==> src/rtl/lcd_tim_pkg.sv <==
package lcd_tim_pkg;

  // Width needed to hold values 0 .. n-1
  function automatic int ctr_width(input int n);
    return (n <= 2) ? 1 : $clog2(n);
  endfunction

  // True when pos lies in [start, start+len)
  function automatic logic in_span(input int pos, input int start, input int len);
    return (pos >= start) && (pos < start + len);
  endfunction

endpackage

==> src/rtl/lcd_wrap_ctr.sv <==
module lcd_wrap_ctr #(
  parameter int LIMIT = 196,
  parameter int W     = 8
) (
  input  logic         clk,
  input  logic         rst,
  input  logic         inc,
  output logic [W-1:0] count,
  output logic         wrap
);
  localparam logic [W-1:0] LAST = W'(LIMIT - 1);

  assign wrap = inc && (count == LAST);

  always_ff @(posedge clk) begin
    if (rst)      count <= '0;
    else if (inc) count <= wrap ? '0 : count + 1'b1;
  end
endmodule

==> src/rtl/lcd_pixel_gate.sv <==
module lcd_pixel_gate #(
  parameter int PW = 18
) (
  input  logic          enable,
  input  logic          src_valid,
  input  logic [PW-1:0] src_data,
  output logic [PW-1:0] pix_data
);
  assign pix_data = (enable && src_valid) ? src_data : '0;
endmodule

==> src/rtl/lcd_rgb_timing.sv <==
module lcd_rgb_timing
  import lcd_tim_pkg::*;
#(
  parameter int H_ACT   = 176,
  parameter int H_BP    = 10,
  parameter int H_FP    = 10,
  parameter int V_ACT   = 220,
  parameter int V_TOTAL = 224,
  parameter int VBP_W   = 8,
  parameter int CW      = 6,
  localparam int H_TOTAL = H_BP + H_ACT + H_FP,
  localparam int HW      = ctr_width(H_TOTAL),
  localparam int VW      = ctr_width(V_TOTAL),
  localparam int PW      = 3 * CW
) (
  input  logic             clk,
  input  logic             rst,
  input  logic [VBP_W-1:0] vbp_cfg,
  input  logic             src_valid,
  input  logic [PW-1:0]    src_data,
  output logic             src_ready,
  output logic             hsync_n,
  output logic             vsync_n,
  output logic             enable,
  output logic [PW-1:0]    pix_data,
  output logic [HW-1:0]    h_count,
  output logic [VW-1:0]    v_count
);
  // Named internal events, used by the bound checker
  logic             h_wrap;
  logic             v_wrap;
  logic             h_act;
  logic             v_act;
  logic [VBP_W-1:0] vbp_q;

  lcd_wrap_ctr #(.LIMIT(H_TOTAL), .W(HW)) u_hctr (
    .clk   (clk),
    .rst   (rst),
    .inc   (1'b1),
    .count (h_count),
    .wrap  (h_wrap)
  );

  lcd_wrap_ctr #(.LIMIT(V_TOTAL), .W(VW)) u_vctr (
    .clk   (clk),
    .rst   (rst),
    .inc   (h_wrap),
    .count (v_count),
    .wrap  (v_wrap)
  );

  // Back porch is frozen for a whole frame
  always_ff @(posedge clk) begin
    if (rst || v_wrap) vbp_q <= vbp_cfg;
  end

  assign h_act     = in_span(int'(h_count), H_BP, H_ACT);
  assign v_act     = in_span(int'(v_count), int'(vbp_q), V_ACT);
  assign hsync_n   = (h_count != '0);
  assign vsync_n   = (v_count != '0);
  assign enable    = h_act && v_act;
  assign src_ready = enable;

  lcd_pixel_gate #(.PW(PW)) u_gate (
    .enable    (enable),
    .src_valid (src_valid),
    .src_data  (src_data),
    .pix_data  (pix_data)
  );
endmodule

==> config.mk <==
export PLATFORM = sky130hd
export DESIGN_NAME = lcd_rgb_timing
export DESIGN_NICKNAME = d
export VERILOG_FILES = /design/src/rtl/lcd_tim_pkg.sv /design/src/rtl/lcd_wrap_ctr.sv /design/src/rtl/lcd_pixel_gate.sv /design/src/rtl/lcd_rgb_timing.sv
export SDC_FILE = /design/constraint.sdc
export NUM_CORES = 1
export LEC_CHECK = 0
export CAP_MARGIN = 10
export CORE_MARGIN = 3
export CORE_UTILIZATION = 26
export CTS_BUF_LIST = sky130_fd_sc_hd__clkbuf_8
export CTS_CLUSTER_DIAMETER = 60
export DETAILED_ROUTE_END_ITERATION = 7
export PLACE_DENSITY_LB_ADDON = 0.12
export SYNTH_ARGS = -nofsm -noshare
export SYNTH_HDL_FRONTEND = slang
export SYNTH_SLANG_ARGS = --single-unit
==> constraint.sdc <==
create_clock -name clk -period 3.2 [get_ports clk]
set_input_delay 0.32 -clock clk [delete_from_list [all_inputs] [get_ports clk]]
set_output_delay 0.32 -clock clk [all_outputs]
set_load 0.01 [all_outputs]
# Word level (Yosys, flattened, before mapping)
# Cells that the tools add are included.
# word_totals
regBits,24
inputBits,29
output_inout_bits,38
wordCells,23
# op_classes
n_addsub,3
n_lt_le_gt_ge,4
n_eq_ne,2
n_mux,2
n_reduce_logical,9
# op_table
cell,count
$mux W18,1
$add A8 B1 Y8 const B,2
$eq A8 B8 Y1 const B,2
$reduce_bool A8 Y1,2
$add A8 B8 Y9 const B,1
$lt A8 B9 Y1,1
$ge A8 B4 Y1 const B,1
$ge A8 B8 Y1,1
$lt A8 B8 Y1 const B,1
$mux W8,1
$logic_and A1 B1 Y1,5
$reduce_or A2 Y1,1
$logic_or A1 B1 Y1,1

# Depth between registers and ports, before layout
# depth
depth_word,6
depth_mapped,13
ltp_nobuf,10

# By module
# From an unflattened synthesis, not the netlist that was laid out.
# hier_totals
hier_cells,181
area_unflattened_um2,1651.6
# modules_own_cells
mod,n_inst,cells_per_inst,area_each_um2,seq_area_each_um2
lcd_rgb_timing,1,74,724.4,240.2
lcd_wrap_ctr at u_vctr,1,45,404.1,160.2
lcd_wrap_ctr at u_hctr,1,42,381.6,160.2
lcd_pixel_gate,1,20,141.4,0.0

# Least setup slack after synthesis
# No wires, ideal clock.
# synth_timing
path_type,register to output
startpoint,register vbp_q[2]
endpoint,output port src_ready
arrival_time_ns,2.294
t_required_ns,2.880
slack_ns,0.586
path_stages_with_launch,14
n_path_buf,3
path_cell_list,edfxtp_1 -> inv_1 -> ha_1 -> nand2b_1 -> nand2_1 -> xnor2_1 -> ha_1 -> a21oi_1 -> o21ai_0 -> o211a_1 -> clkbuf_2 -> buf_4 -> nor3_2 -> buf_4
# synth_between
elab_chain_cells,4
word_cells_on_any_way,5
cone_classes,1 x add/sub; 2 x order compare; 2 x reduce/logical
# synth_rtl
item,line_no,source
start: declaration,lcd_rgb_timing.sv:34,logic [VBP_W-1:0] vbp_q;
start signal: assignment,lcd_rgb_timing.sv:54,if (rst || v_wrap) vbp_q <= vbp_cfg;
$add A8 B8 Y9,lcd_tim_pkg.sv:10,return (pos >= start) && (pos < start + len);
$lt A8 B9 Y1,lcd_tim_pkg.sv:10,
$logic_and A1 B1 Y1 *,lcd_tim_pkg.sv:10,
$logic_and A1 B1 Y1 *,lcd_rgb_timing.sv:61,assign enable = h_act && v_act;
end: declaration,lcd_rgb_timing.sv:21,"output logic src_ready,"
# Mark *: on every way between the ends. The rest lies on a longest branch, timed or not.

# Worst setup path in the final report
# layout_timing
startpoint,register vbp_q[2]
endpoint,output port pix_data[6]
# layout_between
elab_chain_cells,6
word_cells_on_any_way,7
cone_classes,1 x add/sub; 2 x order compare; 1 x mux; 3 x reduce/logical
# layout_rtl
item,line_no,source
$add A8 B8 Y9,lcd_tim_pkg.sv:10,
$lt A8 B9 Y1,lcd_tim_pkg.sv:10,
$logic_and A1 B1 Y1 *,lcd_tim_pkg.sv:10,
$logic_and A1 B1 Y1 *,lcd_rgb_timing.sv:61,
$logic_and A1 B1 Y1 *,lcd_pixel_gate.sv:9,assign pix_data = (enable && src_valid) ? src_data : '0;
$mux W18 *,lcd_pixel_gate.sv:9,
end: declaration,lcd_rgb_timing.sv:25,"output logic [PW-1:0] pix_data,"
# Marks and branches as above.

==> metrics.cfg <==
[drt]
drc = 0
vias_per_cell = 4.45
postRouteWirelength_um = 4740
wire_per_inst_um = 13.2
drtIter0Drc = 49
ant_nets = 0
dr.pass1.iters = 4
num_vias = 1602

[clocking]
cts_tree = done
cts.sinks = 24
path_clk_slew_ns = 0.09
post_cts_buffers = 0
clk_latency_ns = 0.27
htree_levels = 1
cts_buffers = 3
cts_root_buffer = clkbuf_8
cts.path.max_buffers = 2

[sta]
hold_violations = 0
finalSetupViolations = 0
finalCriticalPeriod_ns = 3.01
finalMaxSlewViolations = 0
rsz0062_at_grt = no
finalClockSkew_ns = 0.00592
slew_headroom_pct = 60.8
worst_slew_pin_slew_ns = 0.586
timing.setup.tns_ns = 0
period_share_pct = 94.2
clock.fmax_ghz = 0.332

[yosys]
synth-seq-area-share_pct = 30.5
syn_nets = 253
synth_area_sq_mm = 0.00184
synth_commonest_cells = nand2_1, ha_1, nor2_1
netlist-cell-type-count = 49
synth_top_area_share_pct = 17.5
ys_seq_elements = 24
synth_cells = 204
synth_most_common_cell = nand2_1
synth_edf_count = 8
synth_area_leader_cell = dfxtp_1
yosys_warnings = 0
syn_area_per_cell_sq_um = 9.00
synth_area_leaders = dfxtp_1, ha_1, edfxtp_1, nor4_2, nand2_1
synthArstFlopShare_pct = 0
ys.flop_type = dfxtp_1

[place]
place.gp.congestion = 0.798
dp_hpwl_um = 3590
dp_cells = 356
portBuffers = 66

[global_routing]
antenna_found_initial = 0
grt_pass1_wl_um = 7900
grt_max_degree = 20
grt_overflow = 0
grtUsageTotal_pct = 11.5
grt_pass1_vias = 1549

[setup_path]
cp.buffers_inverters = 3
cpMostUsedCell = ha_1
cp_slowest_stage_delay_ns = 0.36
critPathKind = register to output pin
critical_path_required_ns = 2.88
worst_setup_path_end_kind = output pin
cp.depth = 12
slowest_stage = edfxtp_1
critPathTopFamily = buffers and inverters
arrival_ns = 2.69
worstRegToRegCells = 4
path_max_fanout = 19
worstSetupStartpointType = register
crit_chain = inv_1 -> ha_1 -> nand2b_1 -> nand2_1 -> xnor2_1 -> ha_1 -> a21oi_1 -> o21ai_0 -> o211a_1 -> buf_12 -> nor4_1 -> dlygate4sd2_1

[power_and_ir_drop]
p_leak_nw = 1.08
vdd_drop_max_uv = 131
p_total_uw = 674
power_density_mw_per_mm2 = 260

[floorplan]
core_area_sq_mm = 0.00660
design.die.area_sq_mm = 0.00810
fp.dieW_um = 90.0
die-height_um = 90.0
initial_core_util_pct = 27.8
ioPinCount = 67
rows = 29

[layout]
area_growth_pct = 41.1
antenna_cells = 0
instances_no_fill = 360
drive_above_1_share_pct = 9.74
nNetsFinal = 317

[job]
drv_cap = 0

[min_path]
min_path_type = register to register
hold_depth = 1

[status]
outcome = finished, final reports clean

[cell families after synthesis]
| family | count (synthesis) | share of synthesized area [%] |
|---|---|---|
| xor+xnor | 15 | 7.16 |
| flops | 24 | 30.5 |
| simple gates | 96 | 31.5 |
| compound gates | 24 | 9.41 |
| buf+inv | 25 | 7.77 |
| fa+ha+maj | 20 | 13.6 |
[area by class of cell]
class,count,area (sq um)
Clock buffer,3,41.3
Clock inverter,1,3.75
Fill cell,705,4010
Inverter,14,52.6
Multi-Input combinational cell,155,1140
Sequential cell,24,561
Tap cell,93,116
Timing Repair Buffer,70,677
[sequential cells by signal (all words and copies together) (netlist names)]
signal,cells
vbp_q,8
u_vctr.count,8
u_hctr.count,8
[layer usage]
layer | share of wire, % | up-vias | GRT usage, %
li1 | - | 847 | -
met1 | 51 | 716 | 16.5
met2 | 46 | 37 | 18.5
met3 | 3.1 | 2 | 1.75
met4 | 0.30 | 0 | 1.91
met5 | 0 | - | 0
[repair_timing]
| item | in CTS | in global routing |
|---|---|---|
| cloned | 0 | 0 |
| gates resized for setup | 21 | 5 |
| hold buffers | 0 | 0 |
| setup endpoints to repair | 20 | 3 |
[metrics by stage]
step	worst slack [ns]	instance area (sq um)	util (%)	hold slack, ns
floorplan	0.586	1840	-	0.419
global placement	0.233	2560	38.8	0.480
detailed placement	0.176	2560	38.8	0.492
CTS	0.162	2590	39.2	0.514
global route	0.00435	2590	39.2	0.547
finish	0.186	2590	39.2	0.506
[worst reg2reg max path, cell delays in order, from the launching register on]
cell and delay, ns:
dfxtp_1 0.48, ha_1 0.26, nor3b_4 0.39, and2_4 0.25, a41o_1 0.52
[placed cells by master, fill, tap and decap left out, types with 4 or more instances in the layout]
cell,netlist,final
clkdlybuf4s50_1,0,46
nand2_1,27,27
ha_1,20,20
nor2_1,18,18
dlygate4sd2_1,0,17
dfxtp_1,16,16
inv_1,14,14
nor4_2,9,9
nor4_1,9,9
a21oi_1,8,8
xor2_1,8,8
edfxtp_1,8,8
nand3_1,7,7
xnor2_1,7,7
o21ai_0,4,4
nand4_1,4,4
[path summary, 6_finish.rpt]
| path | startpoint | end | slack (ns) |
|---|---|---|---|
| setup / recovery | vbp_q[2] | pix_data[6] | 0.19 |
| hold reg to reg | u_hctr.count[0] | u_hctr.count[0] | 0.51 |
| setup reg to reg | u_hctr.count[1] | vbp_q[0] | 0.96 |
| hold / removal | u_hctr.count[0] | u_hctr.count[0] | 0.51 |
[power by group]
| group | total (mW) | internal (mW) | switching, mW |
|---|---|---|---|
| Combinational | 0.144 | 0.0787 | 0.0658 |
| Clock | 0.186 | 0.0858 | 0.100 |
| Sequential | 0.344 | 0.328 | 0.0154 |
(Power assumes the default switching activity.)
